`src/rtl/ucyc_pkg.sv`:
```
`timescale 1ns/1ps
package ucyc_pkg;

  // Cycle codes: fetch cycles first, then execute cycles in order.
  typedef enum logic [2:0] {
    CY_F1 = 3'd0,
    CY_F2 = 3'd1,
    CY_F3 = 3'd2,
    CY_X1 = 3'd3,
    CY_X2 = 3'd4,
    CY_X3 = 3'd5,
    CY_X4 = 3'd6,
    CY_X5 = 3'd7
  } cyc_e;

  function automatic logic in_exec(input cyc_e c);
    return (c >= CY_X1);
  endfunction

  // Pulse length of a cycle; execute cycles use the latched length request.
  function automatic int unsigned cyc_len(input cyc_e c, input logic lng,
                                          input int unsigned f1, input int unsigned f2,
                                          input int unsigned f3, input int unsigned xs,
                                          input int unsigned xl);
    case (c)
      CY_F1:   return f1;
      CY_F2:   return f2;
      CY_F3:   return f3;
      default: return lng ? xl : xs;
    endcase
  endfunction

  // Successor cycle at a cycle boundary.
  function automatic cyc_e next_cyc(input cyc_e c, input logic last, input int unsigned max_x);
    int ord;
    if (!in_exec(c)) return cyc_e'(c + 3'd1);
    ord = int'(c) - int'(CY_X1) + 1;
    if (last || ord >= int'(max_x)) return CY_F1;
    return cyc_e'(c + 3'd1);
  endfunction

endpackage

```
`src/rtl/ucyc_ctrl.sv`:
```
`timescale 1ns/1ps
module ucyc_ctrl
  import ucyc_pkg::*;
#(
  parameter int unsigned F1_LEN = 3,
  parameter int unsigned F2_LEN = 8,
  parameter int unsigned F3_LEN = 3,
  parameter int unsigned XS_LEN = 3,
  parameter int unsigned XL_LEN = 8,
  parameter int unsigned MAX_X  = 5,
  parameter int unsigned PW     = 3
) (
  input  logic          clk,
  input  logic          rst_n,
  input  logic          ex_long,
  input  logic          ex_last,
  output cyc_e          cyc,
  output logic [PW-1:0] pulse,
  output logic          cyc_end
);

  cyc_e          cyc_q;
  cyc_e          cyc_d;
  logic [PW-1:0] pcnt_q;
  logic          xlong_q;
  int unsigned   len;

  always_comb begin
    len     = cyc_len(cyc_q, xlong_q, F1_LEN, F2_LEN, F3_LEN, XS_LEN, XL_LEN);
    cyc_end = (pcnt_q == PW'(len - 1));
    cyc_d   = next_cyc(cyc_q, ex_last, MAX_X);
  end

  always_ff @(posedge clk) begin
    if (!rst_n) begin
      cyc_q   <= CY_F1;
      pcnt_q  <= '0;
      xlong_q <= 1'b0;
    end else if (cyc_end) begin
      cyc_q  <= cyc_d;
      pcnt_q <= '0;
      if (in_exec(cyc_d)) xlong_q <= ex_long;
    end else begin
      pcnt_q <= pcnt_q + 1'b1;
    end
  end

  assign cyc   = cyc_q;
  assign pulse = pcnt_q;

  // Pulse index steps by one inside a cycle and holds the cycle code.
  assert_pulse_step_R2: assert property (@(posedge clk) disable iff (!rst_n)
    !cyc_end |=> (pcnt_q == PW'($past(pcnt_q) + 1'b1)) && (cyc_q == $past(cyc_q)));

  // A cycle boundary restarts the pulse index.
  assert_pulse_restart_R2: assert property (@(posedge clk) disable iff (!rst_n)
    cyc_end |=> (pcnt_q == '0));

  // Fetch cycles run in fixed order into the first execute cycle.
  assert_fetch_order_R2: assert property (@(posedge clk) disable iff (!rst_n)
    (cyc_end && cyc_q == CY_F3) |=> (cyc_q == CY_X1));

  // A flagged last execute cycle returns to fetch cycle 1.
  assert_last_exit_R7: assert property (@(posedge clk) disable iff (!rst_n)
    (cyc_end && in_exec(cyc_q) && ex_last) |=> (cyc_q == CY_F1));

  // The fifth execute cycle always ends the phase.
  assert_fifth_exit_R8: assert property (@(posedge clk) disable iff (!rst_n)
    (cyc_end && cyc_q == CY_X5) |=> (cyc_q == CY_F1));

endmodule

```
`src/rtl/ucyc_iar_bank.sv`:
```
`timescale 1ns/1ps
module ucyc_iar_bank #(
  parameter int unsigned           NLVL       = 4,
  parameter int unsigned           LW         = 2,
  parameter int unsigned           AW         = 16,
  parameter logic [AW-1:0]         START_ADDR = '0
) (
  input  logic          clk,
  input  logic          rst_n,
  input  logic [LW-1:0] rd_lvl,
  output logic [AW-1:0] rd_data,
  input  logic          wr_en,
  input  logic [LW-1:0] wr_lvl,
  input  logic [AW-1:0] wr_data
);

  logic [AW-1:0] iar_q [NLVL];

  always_ff @(posedge clk) begin
    for (int l = 0; l < int'(NLVL); l++) begin
      if (!rst_n) iar_q[l] <= START_ADDR;
      else if (wr_en && wr_lvl == LW'(l)) iar_q[l] <= wr_data;
    end
  end

  assign rd_data = iar_q[rd_lvl];

  // A write-back lands in the addressed level.
  assert_wr_lands_R5: assert property (@(posedge clk) disable iff (!rst_n)
    wr_en |=> (iar_q[$past(wr_lvl)] == $past(wr_data)));

  for (genvar g = 0; g < int'(NLVL); g++) begin : g_lvl
    // Levels not addressed by a write keep their value.
    assert_level_isolated_R10: assert property (@(posedge clk) disable iff (!rst_n)
      !(wr_en && wr_lvl == LW'(g)) |=> $stable(iar_q[g]));
  end

endmodule

```
`src/rtl/ucyc_fetch_dp.sv`:
```
`timescale 1ns/1ps
module ucyc_fetch_dp
  import ucyc_pkg::*;
#(
  parameter int unsigned AW = 16,
  parameter int unsigned DW = 16,
  parameter int unsigned LW = 2
) (
  input  logic          clk,
  input  logic          rst_n,
  input  cyc_e          cyc,
  input  logic          cyc_end,
  input  logic [LW-1:0] prog_level,
  input  logic [AW-1:0] iar_rd,
  input  logic          src_rom,
  input  logic [DW-1:0] mem_rdata,
  input  logic          ex_rd,
  input  logic [AW-1:0] ex_addr,
  output logic [AW-1:0] mem_addr,
  output logic          mem_rd,
  output logic          mem_rom_sel,
  output logic [DW-1:0] op_reg,
  output logic          wb_en,
  output logic [LW-1:0] wb_lvl,
  output logic [AW-1:0] wb_data
);

  logic [AW-1:0] sar_q;
  logic [LW-1:0] lvl_q;
  logic [DW-1:0] op_q;
  logic          ld_sar;
  logic          ld_op;
  logic          exec_now;

  function automatic logic [AW-1:0] step_addr(input logic [AW-1:0] a);
    return a + AW'(2);
  endfunction

  assign ld_sar   = (cyc == CY_F1) && cyc_end;
  assign ld_op    = (cyc == CY_F2) && cyc_end;
  assign exec_now = in_exec(cyc);

  always_ff @(posedge clk) begin
    if (!rst_n) begin
      sar_q <= '0;
      lvl_q <= '0;
      op_q  <= '0;
    end else begin
      if (ld_sar) begin
        sar_q <= iar_rd;
        lvl_q <= prog_level;
      end
      if (ld_op) op_q <= mem_rdata;
    end
  end

  assign wb_en   = (cyc == CY_F3) && cyc_end;
  assign wb_lvl  = lvl_q;
  assign wb_data = step_addr(sar_q);

  always_comb begin
    mem_addr    = exec_now ? ex_addr : sar_q;
    mem_rd      = (cyc == CY_F2) || (exec_now && ex_rd);
    mem_rom_sel = (cyc == CY_F2) && src_rom;
  end

  assign op_reg = op_q;

  // Storage address register changes only at the end of fetch cycle 1.
  assert_sar_hold_R3: assert property (@(posedge clk) disable iff (!rst_n)
    !ld_sar |=> $stable(sar_q));

  // Operation register changes only at the end of fetch cycle 2.
  assert_op_hold_R4: assert property (@(posedge clk) disable iff (!rst_n)
    !ld_op |=> $stable(op_q));

  // Control storage is never selected in execute cycles.
  assert_exec_no_rom_R9: assert property (@(posedge clk) disable iff (!rst_n)
    exec_now |-> !mem_rom_sel);

endmodule

```
`src/rtl/ucyc_seq.sv`:
```
`timescale 1ns/1ps
module ucyc_seq
  import ucyc_pkg::*;
#(
  parameter int unsigned   AW         = 16,
  parameter int unsigned   DW         = 16,
  parameter int unsigned   NLVL       = 4,
  parameter logic [AW-1:0] START_ADDR = '0,
  parameter int unsigned   F1_LEN     = 3,
  parameter int unsigned   F2_LEN     = 8,
  parameter int unsigned   F3_LEN     = 3,
  parameter int unsigned   XS_LEN     = 3,
  parameter int unsigned   XL_LEN     = 8,
  parameter int unsigned   MAX_X      = 5,
  localparam int unsigned  LW         = (NLVL > 1) ? $clog2(NLVL) : 1,
  localparam int unsigned  LMAX_F     = (F1_LEN > F2_LEN) ? ((F1_LEN > F3_LEN) ? F1_LEN : F3_LEN)
                                                          : ((F2_LEN > F3_LEN) ? F2_LEN : F3_LEN),
  localparam int unsigned  LMAX_X     = (XS_LEN > XL_LEN) ? XS_LEN : XL_LEN,
  localparam int unsigned  LMAX       = (LMAX_F > LMAX_X) ? LMAX_F : LMAX_X,
  localparam int unsigned  PW         = (LMAX > 1) ? $clog2(LMAX) : 1
) (
  input  logic          clk,
  input  logic          rst_n,
  input  logic [LW-1:0] prog_level,
  input  logic          src_rom,
  input  logic [DW-1:0] mem_rdata,
  input  logic          ex_long,
  input  logic          ex_last,
  input  logic          ex_rd,
  input  logic [AW-1:0] ex_addr,
  output logic [AW-1:0] mem_addr,
  output logic          mem_rd,
  output logic          mem_rom_sel,
  output logic [DW-1:0] op_reg,
  output logic [2:0]    cyc_code,
  output logic [PW-1:0] pulse_idx,
  output logic          iar_wr_en,
  output logic [LW-1:0] iar_wr_lvl,
  output logic [AW-1:0] iar_wr_data
);

  cyc_e          cyc;
  logic          cyc_end;
  logic [AW-1:0] iar_rd;

  ucyc_ctrl #(
    .F1_LEN(F1_LEN), .F2_LEN(F2_LEN), .F3_LEN(F3_LEN),
    .XS_LEN(XS_LEN), .XL_LEN(XL_LEN), .MAX_X(MAX_X), .PW(PW)
  ) u_ctrl (
    .clk     (clk),
    .rst_n   (rst_n),
    .ex_long (ex_long),
    .ex_last (ex_last),
    .cyc     (cyc),
    .pulse   (pulse_idx),
    .cyc_end (cyc_end)
  );

  ucyc_iar_bank #(
    .NLVL(NLVL), .LW(LW), .AW(AW), .START_ADDR(START_ADDR)
  ) u_bank (
    .clk     (clk),
    .rst_n   (rst_n),
    .rd_lvl  (prog_level),
    .rd_data (iar_rd),
    .wr_en   (iar_wr_en),
    .wr_lvl  (iar_wr_lvl),
    .wr_data (iar_wr_data)
  );

  ucyc_fetch_dp #(
    .AW(AW), .DW(DW), .LW(LW)
  ) u_fetch (
    .clk         (clk),
    .rst_n       (rst_n),
    .cyc         (cyc),
    .cyc_end     (cyc_end),
    .prog_level  (prog_level),
    .iar_rd      (iar_rd),
    .src_rom     (src_rom),
    .mem_rdata   (mem_rdata),
    .ex_rd       (ex_rd),
    .ex_addr     (ex_addr),
    .mem_addr    (mem_addr),
    .mem_rd      (mem_rd),
    .mem_rom_sel (mem_rom_sel),
    .op_reg      (op_reg),
    .wb_en       (iar_wr_en),
    .wb_lvl      (iar_wr_lvl),
    .wb_data     (iar_wr_data)
  );

  assign cyc_code = cyc;

endmodule

```
`config.mk`:
```
export PLATFORM = sky130hd
export DESIGN_NAME = ucyc_seq
export DESIGN_NICKNAME = d
export VERILOG_FILES = /design/src/rtl/ucyc_pkg.sv /design/src/rtl/ucyc_ctrl.sv /design/src/rtl/ucyc_iar_bank.sv /design/src/rtl/ucyc_fetch_dp.sv /design/src/rtl/ucyc_seq.sv
export SDC_FILE = /design/constraint.sdc
export NUM_CORES = 1
export LEC_CHECK = 0
export BUFFER_PORTS_ARGS = -buffer_cell sky130_fd_sc_hd__buf_2
export CORE_ASPECT_RATIO = 1.4
export CORE_UTILIZATION = 25
export DETAILED_ROUTE_END_ITERATION = 10
export PLACE_DENSITY = 0.53
export RECOVER_POWER = 100
export SYNTH_ARGS = -nofsm -noshare
export SYNTH_HDL_FRONTEND = slang
export SYNTH_SLANG_ARGS = --single-unit
```
`constraint.sdc`:
```
create_clock -name clk -period 4.65 [get_ports clk]
set_clock_uncertainty 0.05 [all_clocks]
set_input_delay 0.93 -clock clk [delete_from_list [all_inputs] [get_ports clk]]
set_output_delay 0.93 -clock clk [all_outputs]
set_load 0.005 [all_outputs]
```
==> reports/results.tsv <==
stage	metric	value	unit
outcome	status	completed	
cts	cts_tree	built	
placed_design	gp_congestion	0.770	
routing	ant_nets	0	
pwr	power	2160	uW
synthesis	synth.most_common_cell	nor2_1	
synthesis	muxShareOfSynthArea	0.145	
sta	fmax	262	MHz
die	io_pins	99	
sta	hold_violations	0	
routing	dr.pass1.iters	4	
routing	drcViolationCount	0	
sta	setup_tns	0	ns
sta	grt_setup_unrepaired	no	
routing	drt_wl_total	13900	um
die	die_x	123	um
critical_path	path_max_fanout	22	
synthesis	synth_area_leaders	edfxtp_1 (37%), dfxtp_1 (16%), mux4_2 (7.0%)	
cts	path_clk_slew	0.07	ns
cts	cts_max_level	3	
synthesis	synth-simple-area-share	0.161	
critical_path	cp.required	4.56	ns
global_route	antenna_found_initial	0	
synthesis	synth_xor_area_frac	0.0238	
synthesis	syn_area_per_cell	11.2	um^2
synthesis	yosysSeqAreaShare	0.533	
sta	finalCriticalPeriod	3.81	ns
synthesis	synth_compound_area_frac	0.0632	
critical_path	crit_path_start_kind	flip-flop	
synthesis	netlist.top_cell.by_area	edfxtp_1	
cells_and_area	fill_cells	2113	
synthesis	synth_warnings	0	
synthesis	synth_top_family_by_area	simple AND/OR/NAND/NOR gates	
pwr	ir_worst_vdd	174	uV
synthesis	ys_seq_elements	105	
critical_path	crit_type	flip-flop to flip-flop	
synthesis	synthAdderAreaFrac	0.0340	
die	die_area	21200	um^2
critical_path	arrival	3.72	ns
cts	clkLatencyLatePin	0.35	ns
pwr	power.static_leakage	0.00246	uW
cts	clk_path_buf_depth	2	
sta	worstMarginPinSlew	1.08	ns
global_route	grt_overflow	0	
cts	cts_sinks	105	
sta	relSlewSlack	0.278	
synthesis	synth-edff-count	64	
global_route	grtUsageTotal	0.136	
die	rows	61	
synthesis	synth_top_area_frac	0.373	
sta	finalMaxSlewViolations	0	
synthesis	yosysUniqueCellTypes	43	
cts	cts_buffers	9	
job	cap_viol_max_count	0	
global_route	grt_start_max_net_pins	66	
cells_and_area	drive_above_1_share	0.212	
cts	cts_hold_buf	0	
synthesis	async_reset_ff_frac	0	
placed_design	dp_hpwl	9330	um
cells_and_area	nNetsFinal	600	
die	die_h	172	um
routing	wl_per_cell	17.3	um
critical_path	end_kind	flip-flop	
cts	cts_resized	0	
critical_path	critPathMaxStageDelay	0.80	ns
pwr	powerDensity	356	nW/um^2
cells_and_area	largest_reg_flops	64	
global_route	grt_first_pass_wirelength	21200	um
synthesis	netlist_area	5150	um^2
critical_path	cp_cell_sequence	inv_1 > ha_1 > nor2b_1 > o22ai_1 > mux2_1 > or3_1 > o21ai_0 > clkbuf_1	
synthesis	synthTopCellsByCount	nor2_1 (69), edfxtp_1 (64), nand2_1 (43), dfxtp_1 (41), nand3_1 (28)	
global_route	grt_pass1_vias	3796	
cts	root_buffer	clkbuf_16	
hold_path	hold_class	flip-flop to flip-flop	
sta	finalSetupViolCount	0	
synthesis	syn-instance-count	459	
cells_and_area	syn_to_final_growth	18.2	%
die	initial_core_util	0.257	
cells_and_area	antenna_cells	0	
sta	finalCritPeriodShare	0.819	
synthesis	syn_nets	513	
routing	drt_iter0_drc	259	
placed_design	portBuffers	98	
synthesis	synthFlopType	edfxtp_1	
critical_path	cpMaxStageDelayCell	clkbuf_1	
die	coreArea	20000	um^2
routing	vias	3786	
cts	postCtsSetupRepairBufs	0	
routing	detail_route.vias_per_cell	4.71	
## where the power goes
| part | internal (uW) | leakage (uW) | switching [uW] |
|---|---|---|---|
| Combinational | 115 | 0.00132 | 194 |
| Sequential | 1030 | 0.000992 | 46.4 |
| Clock | 427 | 0.000150 | 355 |
## worst max-delay path: cells and delay by family, from the launching register on
family | cells | cell delay [ns]
adder cells (fa/ha/maj) | 1 | 0.19
AO/OA/AOI/OAI | 2 | 0.46
AND/OR/NAND/NOR | 2 | 0.67
multiplexers | 1 | 0.67
flip-flops | 1 | 0.47
buffers and inverters | 2 | 0.91
## area by class of cell
class / count / area, um^2 / area share
timing repair buffer: 105 / 489 / 0.0804
sequential: 105 / 2740 / 0.451
clock inverter: 6 / 72.6 / 0.0119
clock buffer: 10 / 229 / 0.0376
tap: 252 / 315 / 0.0518
multi-input combinational: 302 / 2150 / 0.353
inverter: 23 / 86.3 / 0.0142
## path summary, 6_finish.rpt
path / slack (ns) / cells after the start / startpoint / to
hold / removal: 0.41 / 2 / u_fetch.op_reg[2]$_SDFFE_PN0P_ / u_fetch.op_reg[2]$_SDFFE_PN0P_
setup / recovery: 0.84 / 8 / u_ctrl.cyc[1]$_SDFFE_PN0N_ / u_bank.iar_q[0][0]$_SDFFCE_PN0P_
hold reg to reg: 0.41 / 2 / u_fetch.op_reg[2]$_SDFFE_PN0P_ / u_fetch.op_reg[2]$_SDFFE_PN0P_
setup reg to reg: 0.84 / 8 / u_ctrl.cyc[1]$_SDFFE_PN0N_ / u_bank.iar_q[0][0]$_SDFFCE_PN0P_
## per-stage QoR
stage / cells / area, um^2 / util / hold slack, ns / worst slack [ns]
after floorplan: 459 / 5150 / - / 0.396 / 1.20
after global placement: 787 / 5880 / 0.294 / 0.391 / 1.75
after detailed placement: 787 / 5880 / 0.294 / 0.404 / 1.54
after CTS: 803 / 6180 / 0.309 / 0.416 / 1.30
after global routing: 803 / 6080 / 0.304 / 0.429 / 0.561
final: 803 / 6080 / 0.304 / 0.412 / 0.839
## kinds of logic (layout without fill, tap and decap cells)
family,count (synthesis),count (layout)
buffers and inverters,52,144
AND/OR/NAND/NOR,173,173
AO/OA/AOI/OAI,50,50
XOR/XNOR,14,14
flip-flops,105,105
adder cells (fa/ha/maj),14,14
multiplexers,51,51
## routing by layer
| metal | routed length [um] | GRT usage | part of all wire |
|---|---|---|---|
| met5 | 0 | 0 | 0 |
| met4 | 268 | 0.0540 | 0.019 |
| met3 | 700 | 0.0206 | 0.050 |
| met2 | 7270 | 0.239 | 0.52 |
| met1 | 5680 | 0.162 | 0.41 |
## cells in the final DEF (no fill, tap or decap), types with 4 or more instances in the layout
| master | netlist | routed |
|---|---|---|
| nor2_1 | 69 | 69 |
| buf_2 | 5 | 64 |
| edfxtp_1 | 64 | 64 |
| nand2_1 | 43 | 43 |
| dfxtp_1 | 41 | 41 |
| clkbuf_1 | 21 | 36 |
| nand3_1 | 28 | 28 |
| inv_1 | 23 | 23 |
| o21ai_0 | 22 | 21 |
| mux2i_1 | 17 | 18 |
| a21boi_0 | 18 | 18 |
| mux2_2 | 17 | 16 |
| mux4_2 | 16 | 16 |
| ha_1 | 14 | 14 |
| xor2_1 | 12 | 12 |
| clkbuf_16 | 0 | 9 |
| and3_1 | 7 | 7 |
| nand4_1 | 4 | 6 |
| o22ai_1 | 3 | 4 |
| buf_4 | 2 | 4 |
No activity file was read; power rests on OpenSTA's default activity.
